===== config.mk =====
export PLATFORM = sky130hd
export DESIGN_NAME = flyback_fault_mgr
export DESIGN_NICKNAME = d
export VERILOG_FILES = /design/src/rtl/fm_pkg.sv /design/src/rtl/fm_streak_qual.sv /design/src/rtl/fm_twostrike.sv /design/src/rtl/fm_blank_timer.sv /design/src/rtl/flyback_fault_mgr.sv
export SDC_FILE = /design/constraint.sdc
export NUM_CORES = 1
export LEC_CHECK = 0
export BUFFER_PORTS_ARGS = -buffer_cell sky130_fd_sc_hd__buf_2
export CAP_MARGIN = 10
export CORE_ASPECT_RATIO = 0.9
export CORE_UTILIZATION = 47
export DETAILED_ROUTE_END_ITERATION = 16
export PLACE_DENSITY_LB_ADDON = 0.05
export REMOVE_ABC_BUFFERS = 1
export SYNTH_ARGS = -nofsm -noshare
export SYNTH_HDL_FRONTEND = slang
export SYNTH_SLANG_ARGS = --single-unit

===== constraint.sdc =====
create_clock -name clk -period 3.8 [get_ports clk]
set_input_delay 0.38 -clock clk [delete_from_list [all_inputs] [get_ports clk]]
set_output_delay 0.38 -clock clk [all_outputs]
set_load 0.01 [all_outputs]

===== src/rtl/fm_pkg.sv =====
package fm_pkg;

    typedef enum logic [2:0] {
        FM_RUN    = 3'd0,
        FM_DRAIN  = 3'd1,
        FM_CHARGE = 3'd2,
        FM_LATCH  = 3'd3,
        FM_THERM  = 3'd4
    } fm_state_e;

    typedef struct packed {
        logic ocp;
        logic ovp;
        logic otp;
        logic uvp;
    } fm_fault_t;

endpackage


===== src/rtl/fm_streak_qual.sv =====
module fm_streak_qual #(
    parameter int STREAK = 4
) (
    input  logic clk,
    input  logic rst_n,
    input  logic en,
    input  logic strobe,
    input  logic hit,
    output logic trip
);
    localparam int CW = $clog2(STREAK + 1);
    localparam logic [CW-1:0] LAST = CW'(STREAK - 1);

    logic [CW-1:0] cnt_q;

    always_ff @(posedge clk or negedge rst_n) begin
        if (!rst_n) begin
            cnt_q <= '0;
        end else if (!en) begin
            cnt_q <= '0;
        end else if (strobe) begin
            if (!hit)              cnt_q <= '0;
            else if (cnt_q != LAST) cnt_q <= cnt_q + 1'b1;
        end
    end

    assign trip = en && strobe && hit && (cnt_q == LAST);

    // a clean strobe restarts the streak
    assert_clean_cycle_clears_R1: assert property (@(posedge clk) disable iff (!rst_n)
        (en && strobe && !hit) |=> (cnt_q == '0));

    // no strobe, no progress
    assert_no_advance_without_strobe_R9: assert property (@(posedge clk) disable iff (!rst_n)
        (en && !strobe) |=> $stable(cnt_q));

endmodule


===== src/rtl/fm_twostrike.sv =====
module fm_twostrike (
    input  logic clk,
    input  logic rst_n,
    input  logic en,
    input  logic strobe,
    input  logic hit,
    output logic trip
);
    typedef enum logic {TS_IDLE = 1'b0, TS_WARN = 1'b1} ts_state_e;

    ts_state_e st_q, st_d;

    always_ff @(posedge clk or negedge rst_n) begin
        if (!rst_n) st_q <= TS_IDLE;
        else        st_q <= st_d;
    end

    always_comb begin
        st_d = st_q;
        if (!en) begin
            st_d = TS_IDLE;
        end else if (strobe) begin
            unique case (st_q)
                TS_IDLE: st_d = hit ? TS_WARN : TS_IDLE;
                TS_WARN: st_d = hit ? TS_WARN : TS_IDLE;
                default: st_d = TS_IDLE;
            endcase
        end
    end

    assign trip = en && strobe && hit && (st_q == TS_WARN);

    // the first hit only warns
    assert_first_hit_warns_R4: assert property (@(posedge clk) disable iff (!rst_n)
        (en && strobe && hit && st_q == TS_IDLE) |-> !trip ##1 (st_q == TS_WARN));

    // a clean cycle drops the warning
    assert_clean_drops_warn_R4: assert property (@(posedge clk) disable iff (!rst_n)
        (en && strobe && !hit) |=> (st_q == TS_IDLE));

endmodule


===== src/rtl/fm_blank_timer.sv =====
module fm_blank_timer #(
    parameter int BLANK_CYC = 2_000_000
) (
    input  logic clk,
    input  logic rst_n,
    input  logic load,
    input  logic run,
    output logic active
);
    localparam int CW = $clog2(BLANK_CYC + 1);
    localparam logic [CW-1:0] START = CW'(BLANK_CYC);

    logic [CW-1:0] cnt_q;

    always_ff @(posedge clk or negedge rst_n) begin
        if (!rst_n)                    cnt_q <= START;
        else if (load)                 cnt_q <= START;
        else if (run && cnt_q != '0)   cnt_q <= cnt_q - 1'b1;
    end

    assign active = (cnt_q != '0);

    // every restart reopens the window
    assert_restart_reloads_R3: assert property (@(posedge clk) disable iff (!rst_n)
        load |=> (active && cnt_q == START));

endmodule


===== src/rtl/flyback_fault_mgr.sv =====
module flyback_fault_mgr
    import fm_pkg::*;
#(
    parameter int OVP_STREAK = 4,
    parameter int UVP_STREAK = 4,
    parameter int BLANK_CYC  = 2_000_000
) (
    input  logic clk,
    input  logic rst_n,
    input  logic cyc_end,
    input  logic ovp_hit,
    input  logic uvp_hit,
    input  logic ocp_hit,
    input  logic otp_hot,
    input  logic ovp_latch_cfg,
    input  logic sup_below_rst,
    input  logic sup_below_off,
    input  logic sup_at_on,
    input  logic mains_ok,
    output logic shutdown_req,
    output logic recharge_req,
    output logic stat_ocp,
    output logic stat_ovp,
    output logic stat_otp,
    output logic stat_uvp
);
    fm_state_e state_q, state_d;
    fm_fault_t win, status_q;
    logic      running, restart, blank_active;
    logic      ovp_trip, uvp_trip, ocp_trip, otp_trip;
    logic      recharge_q;

    assign running = (state_q == FM_RUN);
    assign restart = !running && (state_d == FM_RUN);

    // ---------------- qualifiers ----------------
    fm_streak_qual #(.STREAK(OVP_STREAK)) u_ovp_qual (
        .clk(clk), .rst_n(rst_n), .en(running),
        .strobe(cyc_end), .hit(ovp_hit), .trip(ovp_trip)
    );

    fm_streak_qual #(.STREAK(UVP_STREAK)) u_uvp_qual (
        .clk(clk), .rst_n(rst_n), .en(running && !blank_active),
        .strobe(cyc_end), .hit(uvp_hit), .trip(uvp_trip)
    );

    fm_twostrike u_ocp_qual (
        .clk(clk), .rst_n(rst_n), .en(running),
        .strobe(cyc_end), .hit(ocp_hit), .trip(ocp_trip)
    );

    fm_blank_timer #(.BLANK_CYC(BLANK_CYC)) u_blank (
        .clk(clk), .rst_n(rst_n), .load(restart),
        .run(running), .active(blank_active)
    );

    assign otp_trip = running && cyc_end && otp_hot;

    // ---------------- priority pick ----------------
    always_comb begin
        win     = '0;
        win.ocp = ocp_trip;
        win.ovp = ovp_trip && !ocp_trip;
        win.otp = otp_trip && !ocp_trip && !ovp_trip;
        win.uvp = uvp_trip && !ocp_trip && !ovp_trip && !otp_trip;
    end

    // ---------------- state register ----------------
    always_ff @(posedge clk or negedge rst_n) begin
        if (!rst_n) state_q <= FM_RUN;
        else        state_q <= state_d;
    end

    // ---------------- next state ----------------
    always_comb begin
        state_d = state_q;
        unique case (state_q)
            FM_RUN: begin
                if (win.ocp)      state_d = FM_DRAIN;
                else if (win.ovp) state_d = ovp_latch_cfg ? FM_LATCH : FM_DRAIN;
                else if (win.otp) state_d = FM_THERM;
                else if (win.uvp) state_d = FM_DRAIN;
            end
            FM_DRAIN:  if (sup_below_rst)              state_d = FM_CHARGE;
            FM_CHARGE: if (sup_at_on)                  state_d = FM_RUN;
            FM_LATCH:  if (sup_below_rst && !mains_ok) state_d = FM_CHARGE;
            FM_THERM:  if (!otp_hot && sup_at_on)      state_d = FM_RUN;
            default:                                   state_d = FM_RUN;
        endcase
    end

    // ---------------- outputs ----------------
    always_ff @(posedge clk or negedge rst_n) begin
        if (!rst_n) begin
            recharge_q <= 1'b0;
            status_q   <= '0;
        end else begin
            unique case (state_d)
                FM_RUN, FM_DRAIN: recharge_q <= 1'b0;
                FM_CHARGE:        recharge_q <= 1'b1;
                FM_LATCH: begin
                    if (state_q != FM_LATCH) recharge_q <= 1'b0;
                    else if (sup_below_off)  recharge_q <= 1'b1;
                    else if (sup_at_on)      recharge_q <= 1'b0;
                end
                FM_THERM: begin
                    if (state_q != FM_THERM) recharge_q <= 1'b0;
                    else if (sup_below_rst)  recharge_q <= 1'b1;
                    else if (sup_at_on)      recharge_q <= 1'b0;
                end
                default:          recharge_q <= 1'b0;
            endcase

            if (restart)                        status_q <= '0;
            else if (running && !(state_d == FM_RUN)) status_q <= win;
        end
    end

    assign shutdown_req = !running;
    assign recharge_req = recharge_q;
    assign stat_ocp     = status_q.ocp;
    assign stat_ovp     = status_q.ovp;
    assign stat_otp     = status_q.otp;
    assign stat_uvp     = status_q.uvp;

    // ---------------- assertions ----------------
    // one cause at most
    assert_status_onehot_R8: assert property (@(posedge clk) disable iff (!rst_n)
        $onehot0(status_q));

    // cause is frozen while stopped
    assert_status_sticky_R8: assert property (@(posedge clk) disable iff (!rst_n)
        (!running && $past(state_q) != FM_RUN) |-> $stable(status_q));

    // undervoltage cannot qualify inside the window
    assert_blank_masks_uvp_R3: assert property (@(posedge clk) disable iff (!rst_n)
        blank_active |-> !uvp_trip);

    // latched stop holds while mains is present
    assert_latch_holds_R6: assert property (@(posedge clk) disable iff (!rst_n)
        (state_q == FM_LATCH && mains_ok) |=> (state_q == FM_LATCH));

    // no recharge while switching or draining
    assert_no_recharge_run_drain_R5: assert property (@(posedge clk) disable iff (!rst_n)
        (state_q == FM_RUN || state_q == FM_DRAIN) |-> !recharge_req);

    // leaving RUN needs a strobe
    assert_stop_on_strobe_R9: assert property (@(posedge clk) disable iff (!rst_n)
        (running && state_d != FM_RUN) |-> cyc_end);

endmodule


# Word-level counts from Yosys, hierarchy flattened
# Cells that the tools add are included.
# totals
reg_bits,36
in_bits,12
output_inout_bits,6
elab_cells,97
# classes
n_addsub,3
eq_ne,17
muxes,31
n_reduce_logical,36
# ops
operator,n
$mux W3,16
$mux W21,2
$logic_and A1 B1 Y1,21
$reduce_bool A21 Y1,1
$sub A21 B1 Y21 const B,1
$eq A3 B2 Y1 const B,6
$pmux W3 S5,1
$ne A3 B2 Y1 const B,4
$logic_not A1 Y1,8
$mux W1,8
$mux W4,2
$add A3 B1 Y3 const B,2
$eq A3 B3 Y1 const B,2
$logic_not A3 Y1,2
$ne A3 B3 Y1 const B,2
$ne A2 B2 Y1 const B,2
$reduce_and A2 Y1,2
$reduce_bool A2 Y1,2
$eq A3 B1 Y1 const B,1
$pmux W1 S3,1
$mux W2,1

# Depth between registers and ports, before layout
# logic_depth
word_depth,19
depth_mapped,15
mapped_depth_nobuf,13

# By module
# A second synthesis with hierarchy kept.
# unflattened
hier_cells,218
area_unflattened_um2,2127.0
# by_module_without_submodules
module,n_inst,cells_each,area_per_inst_um2,seq_area_each_um2
fm_blank_timer,1,126,1228.7,534.3
flyback_fault_mgr,1,48,444.2,200.2
fm_streak_qual,2,20,201.4,75.1
fm_twostrike,1,4,51.3,25.0

# Least setup slack after synthesis
# No wires, ideal clock.
# synth_path
kind,register to register
start,register u_blank.cnt_q[7]
end,register u_blank.cnt_q[19]
setup_ns,0.080
arrival_time_ns,2.675
required_time_ns,3.720
path_slack_ns,1.046
stages_incl_launch_ff,13
path_buffers,3
synth_period_minus_slack_ns,2.754
path_cell_list,dfstp_2 > clkbuf_2 > nor4_1 > nand4_1 > nor2_1 > buf_2 > nand2_1 > a21oi_1 > nor3_1 > ha_1 > or3_4 > buf_6 > o22a_1
# synth_via
elab_chain_cells,17
word_cells_on_any_way,21
classes_between,1 x add/sub; 7 x mux; 13 x reduce/logical
# synth_rtl
item,line,rtl
"start, declared",fm_blank_timer.sv:13,logic [CW-1:0] cnt_q;
"start signal, assigned",fm_blank_timer.sv:18,else if (run && cnt_q != '0) cnt_q <= cnt_q - 1'b1;
$reduce_bool A21 Y1 *,fm_blank_timer.sv:21,assign active = (cnt_q != '0);
$logic_not A1 Y1 *,flyback_fault_mgr.sv:43,".clk(clk), .rst_n(rst_n), .en(running && !blank_active),"
$logic_and A1 B1 Y1 *,flyback_fault_mgr.sv:43,
$logic_and A1 B1 Y1 * (3 in a row),fm_streak_qual.sv:27,assign trip = en && strobe && hit && (cnt_q == LAST);
$logic_and A1 B1 Y1 * (3 in a row),flyback_fault_mgr.sv:65,win.uvp = uvp_trip && !ocp_trip && !ovp_trip && !otp_trip;
$mux W3 *,flyback_fault_mgr.sv:82,else if (win.uvp) state_d = FM_DRAIN;
$mux W3 *,flyback_fault_mgr.sv:81,else if (win.otp) state_d = FM_THERM;
$mux W3 *,flyback_fault_mgr.sv:80,else if (win.ovp) state_d = ovp_latch_cfg ? FM_LATCH : FM_DRAIN;
$mux W3 *,flyback_fault_mgr.sv:79,if (win.ocp) state_d = FM_DRAIN;
$pmux W3 S5 *,flyback_fault_mgr.sv:77,unique case (state_q)
net state_d[0],flyback_fault_mgr.sv:27,"fm_state_e state_q, state_d;"
$logic_not A3 Y1 *,flyback_fault_mgr.sv:34,assign restart = !running && (state_d == FM_RUN);
$logic_and A1 B1 Y1 *,flyback_fault_mgr.sv:34,
$mux W21 / $reduce_bool A2 Y1 (equally long branches),--,
# The timed path passes the listed nets; every way through them passes the cells marked *. The select of a mux whose other input is x is not followed.
# A chain may end at the register's enable or synchronous reset.

# Worst setup path after layout
# layout_path
start,register state_q[0]
end,register u_blank.cnt_q[8]
# layout_via
elab_chain_cells,16
word_cells_on_any_way,39
classes_between,4 x eq/ne; 10 x mux; 25 x reduce/logical
# layout_rtl
item,line,rtl
"start, declared",flyback_fault_mgr.sv:27,
"start signal, assigned",flyback_fault_mgr.sv:71,else state_q <= state_d;
$logic_not A3 Y1,"flyback_fault_mgr.sv:33, flyback_fault_mgr.sv:77",
"$logic_and A1 B1 Y1, on equally long branches",--,
"$logic_and A1 B1 Y1, on equally long branches (2 in a row)","fm_streak_qual.sv:27, fm_twostrike.sv:31",
$logic_and A1 B1 Y1 / $logic_not A1 Y1 (equally long branches),--,
$logic_and A1 B1 Y1 (3 in a row),flyback_fault_mgr.sv:65,
$mux W3,flyback_fault_mgr.sv:82,
$mux W3,flyback_fault_mgr.sv:81,
$mux W3,flyback_fault_mgr.sv:80,
$mux W3,flyback_fault_mgr.sv:79,
$pmux W3 S5 *,flyback_fault_mgr.sv:77,
net state_d[0],flyback_fault_mgr.sv:27,
$logic_not A3 Y1 *,flyback_fault_mgr.sv:34,
$logic_and A1 B1 Y1 *,flyback_fault_mgr.sv:34,
$mux W21 / $reduce_bool A2 Y1 (equally long branches),--,
# The timed path passes the listed nets; every way through them passes the cells marked *.

==> impl_metrics.tcl <==
set metrics [dict create \
    status "finished clean" \
    cp_data_arrival_time_ns 3.05 \
    crit_chain "nor3_2, inv_4, nor2_1, nor3_1, a21oi_1, nor3_1, ha_1, or3_4, o41ai_2" \
    wl_microns 4590 \
    slowest_stage "or3_4" \
    synth.avg_cell_area_sq_um 8.89 \
    finalCritPeriodShare_pct 75.1 \
    max-vdd-ir-drop_mv 0.261 \
    ant_nets 0 \
    yosysSeqAreaShare_pct 42.6 \
    fin_area_sq_um 2370 \
    finClkSkew_ns 0.00540 \
    period_needed_ns 2.86 \
    cts_tree "yes" \
    seq_power_share_pct 43.7 \
    swShare_pct 38.1 \
    synth.yosys.warnings 0 \
    synth_top_area_cell "dfrtp_1" \
    clk_path_buf_depth 2 \
    grt_first_pass_wirelength_microns 7970 \
    path_common_cell "nor3_1" \
    clk_pin_slew_ns 0.08 \
    place_inst 312 \
    grt_pass1_vias 1668 \
    syn_to_final_growth_pct 11.0 \
    dpl.hpwl_microns 3170 \
    ys_seq_elements 36 \
    cts-buffers-inserted 5 \
    clock_latency_ns 0.29 \
    post_cts_buffers 0 \
    gp_congestion 0.780 \
    synthesis.instances 240 \
    synthDominantCellAreaShare_pct 34.0 \
    hold_path_class "input pin to asynchronous set/reset pin" \
    ys_top_cells_by_area "dfrtp_1, dfstp_2, o21ai_0" \
    tightest_slew_ns 0.936 \
    cts_resized 0 \
    hold_viol 0 \
    die_w_microns 73.0 \
    grt_max_degree 37 \
    syn-cell-area_sq_um 2130 \
    die_h_microns 65.9 \
    drt_first_iter_violations 112 \
    htree_num_levels 2 \
    maxCapViolations 0 \
    setup.worst_path.start_class "flip-flop" \
    grt_usage_pct 21.9 \
    p_leak_nw 0.967 \
    vias 1847 \
    wl_per_cell_microns 14.3 \
    setup_slack_ns 0.945 \
    initial_core_util_pct 50.7 \
    cts_hold_buffers 0 \
    multi_input_area_sq_um 1140 \
    ioPinCount 18 \
    crit_type "flip-flop to flip-flop" \
    placed_area_sq_um 2280 \
    intPower_mw 0.741 \
    die-area_sq_um 4810 \
    combPwrFrac_pct 32.1 \
    fmax_mhz 350 \
    finalSetupViolCount 0 \
    drc 0 \
    rows 22 \
    total_power_mw 1.20 \
    rsz0062_at_grt "false" \
    drive_above_1_share_pct 18.8 \
    first_pass_iters 6 \
    crit_fanout 14 \
    power_density_nw_per_um2 505 \
    clock-root-buffer "clkbuf_8" \
    via_per_inst 5.77 \
    setup_tns_ns 0 \
    core_area_sq_um 4210 \
    ys_types 51 \
    switchingPower_mw 0.455 \
    fillers 397 \
    cp.required_ns 3.99 \
    end_kind "flip-flop" \
    antenna_found_initial 0 \
    dp_slack_ns 0.934 \
    ff_latch_area_sq_um 910 \
    p_clk_share_pct 24.1 \
    cts_sinks 36 \
    grt.overflow.total 0 \
    diodes 0 \
    final_cells 320 \
    max_slew_margin_pct 37.1 \
    finish.net_count 278 \
    critPathMaxStageDelay_ns 0.51 \
    port-buffer-count 17 \
    drv_slew 0 \
]
state kept, by name, summed over array words and instances (netlist names):
name / flops
stat_otp: 1
u_uvp_qual.cnt_q: 3
stat_ocp: 1
recharge_req: 1
stat_uvp: 1
u_ocp_qual.st_q: 1
u_blank.cnt_q: 21
u_ovp_qual.cnt_q: 3
state_q: 3
stat_ovp: 1
area by class of cell:
class / instances / area share (%)
clock inverters: 2 / 0.423
flip-flops and latches: 36 / 38.4
clock buffers: 6 / 3.49
multi-input cells: 184 / 48.0
inverters: 12 / 2.01
well taps: 60 / 3.17
repair buffers: 20 / 4.54
power groups by stage:
stage,logic [mW],clock network (mW),registers [mW]
floorplan,0.284,0,0.513
global placement,0.382,0,0.528
detailed placement,0.387,0,0.527
CTS,0.387,0.297,0.521
global route,0.433,0.318,0.534
finish,0.384,0.289,0.523
logic make-up (layout without fill, tap and decap cells):
group                    count (synthesis)  in the layout  share of synthesized area, %
AO/OA/AOI/OAI                           87             87                          26.3
adder cells (fa/ha/maj)                  7              7                          4.11
buffers and inverters                   20             40                          4.10
flip-flops                              36             36                          42.6
multiplexers                             1              1                         0.469
AND/OR/NAND/NOR                         89             89                          22.4
metrics by stage:
| step | hold slack (ns) | util [%] |
|---|---|---|
| floorplan | 0.0844 | - |
| global placement | 0.484 | 54.0 |
| detailed placement | 0.482 | 54.0 |
| CTS | 0.194 | 56.2 |
| global route | 0.232 | 56.2 |
| finish | 0.173 | 56.2 |
layout by cell type, fill, tap and decap left out, types with 8 or more instances in the layout:
master   Yosys  routed
dfrtp_1     29      29
inv_1       11      11
o21ai_0     28      28
o21ai_1      9       9
nor2_1      27      27
a21oi_1     19      19
buf_2        1      17
nand2_1     20      20
nor3_1       8       8
layer usage:
metal / GRT usage [%] / up-vias / share of wire (%)
li1: - / 918 / -
met1: 30.9 / 882 / 49
met2: 33.8 / 40 / 46
met3: 4.27 / 7 / 4.3
met4: 6.62 / 0 / 0.96
met5: 0 / - / 0
final timing paths:
kind                                       from                              end  slack [ns]  depth (start not counted)
max                        state_q[0]$_DFF_PN0_     u_blank.cnt_q[8]$_DFFE_PN0P_        0.94                          9
min                                       rst_n  u_uvp_qual.cnt_q[2]$_DFFE_PN0P_        0.17                          1
max reg2reg                state_q[0]$_DFF_PN0_     u_blank.cnt_q[8]$_DFFE_PN0P_        0.94                          9
min reg2reg                stat_ovp$_DFFE_PN0P_             stat_ovp$_DFFE_PN0P_        0.50                          2
max in group asynchronous                 rst_n    u_blank.cnt_q[13]$_DFFE_PN0P_        3.12                          1
min in group clk                        ocp_hit      u_ocp_qual.st_q$_DFFE_PN0P_        0.37                          3
cell usage after synthesis, drive strengths merged:
master   count
o21ai       37
dfrtp       29
nor2        28
nand2       20
a21oi       19
inv         12
nor3         9
a31oi        7
dfstp        7
ha           7
clkbuf       5
nor2b        5
nand3        4
nand4        4
nor4         4
o31ai        4
o41ai        4
a2bb2oi      3
buf          3
nand2b       3
or3          3
or4          3
a41oi        2
o21bai       2
a21boi       1
a22o         1
a32o         1
and2         1
mux2i        1
nand3b       1
nor3b        1
nor4b        1
o2111a       1
o2111ai      1
o21a         1
o22a         1
o2bb2ai      1
o31a         1
or2          1
or3b         1
critical path, delay by kind of cell, from the launching register on:
family | cells | cell delay (ns)
adder cells (fa/ha/maj) | 1 | 0.26
AO/OA/AOI/OAI | 2 | 0.49
flip-flops | 1 | 0.44
buffers and inverters | 1 | 0.14
AND/OR/NAND/NOR | 5 | 1.41
Note: power is estimated with default switching activity, not from simulation.
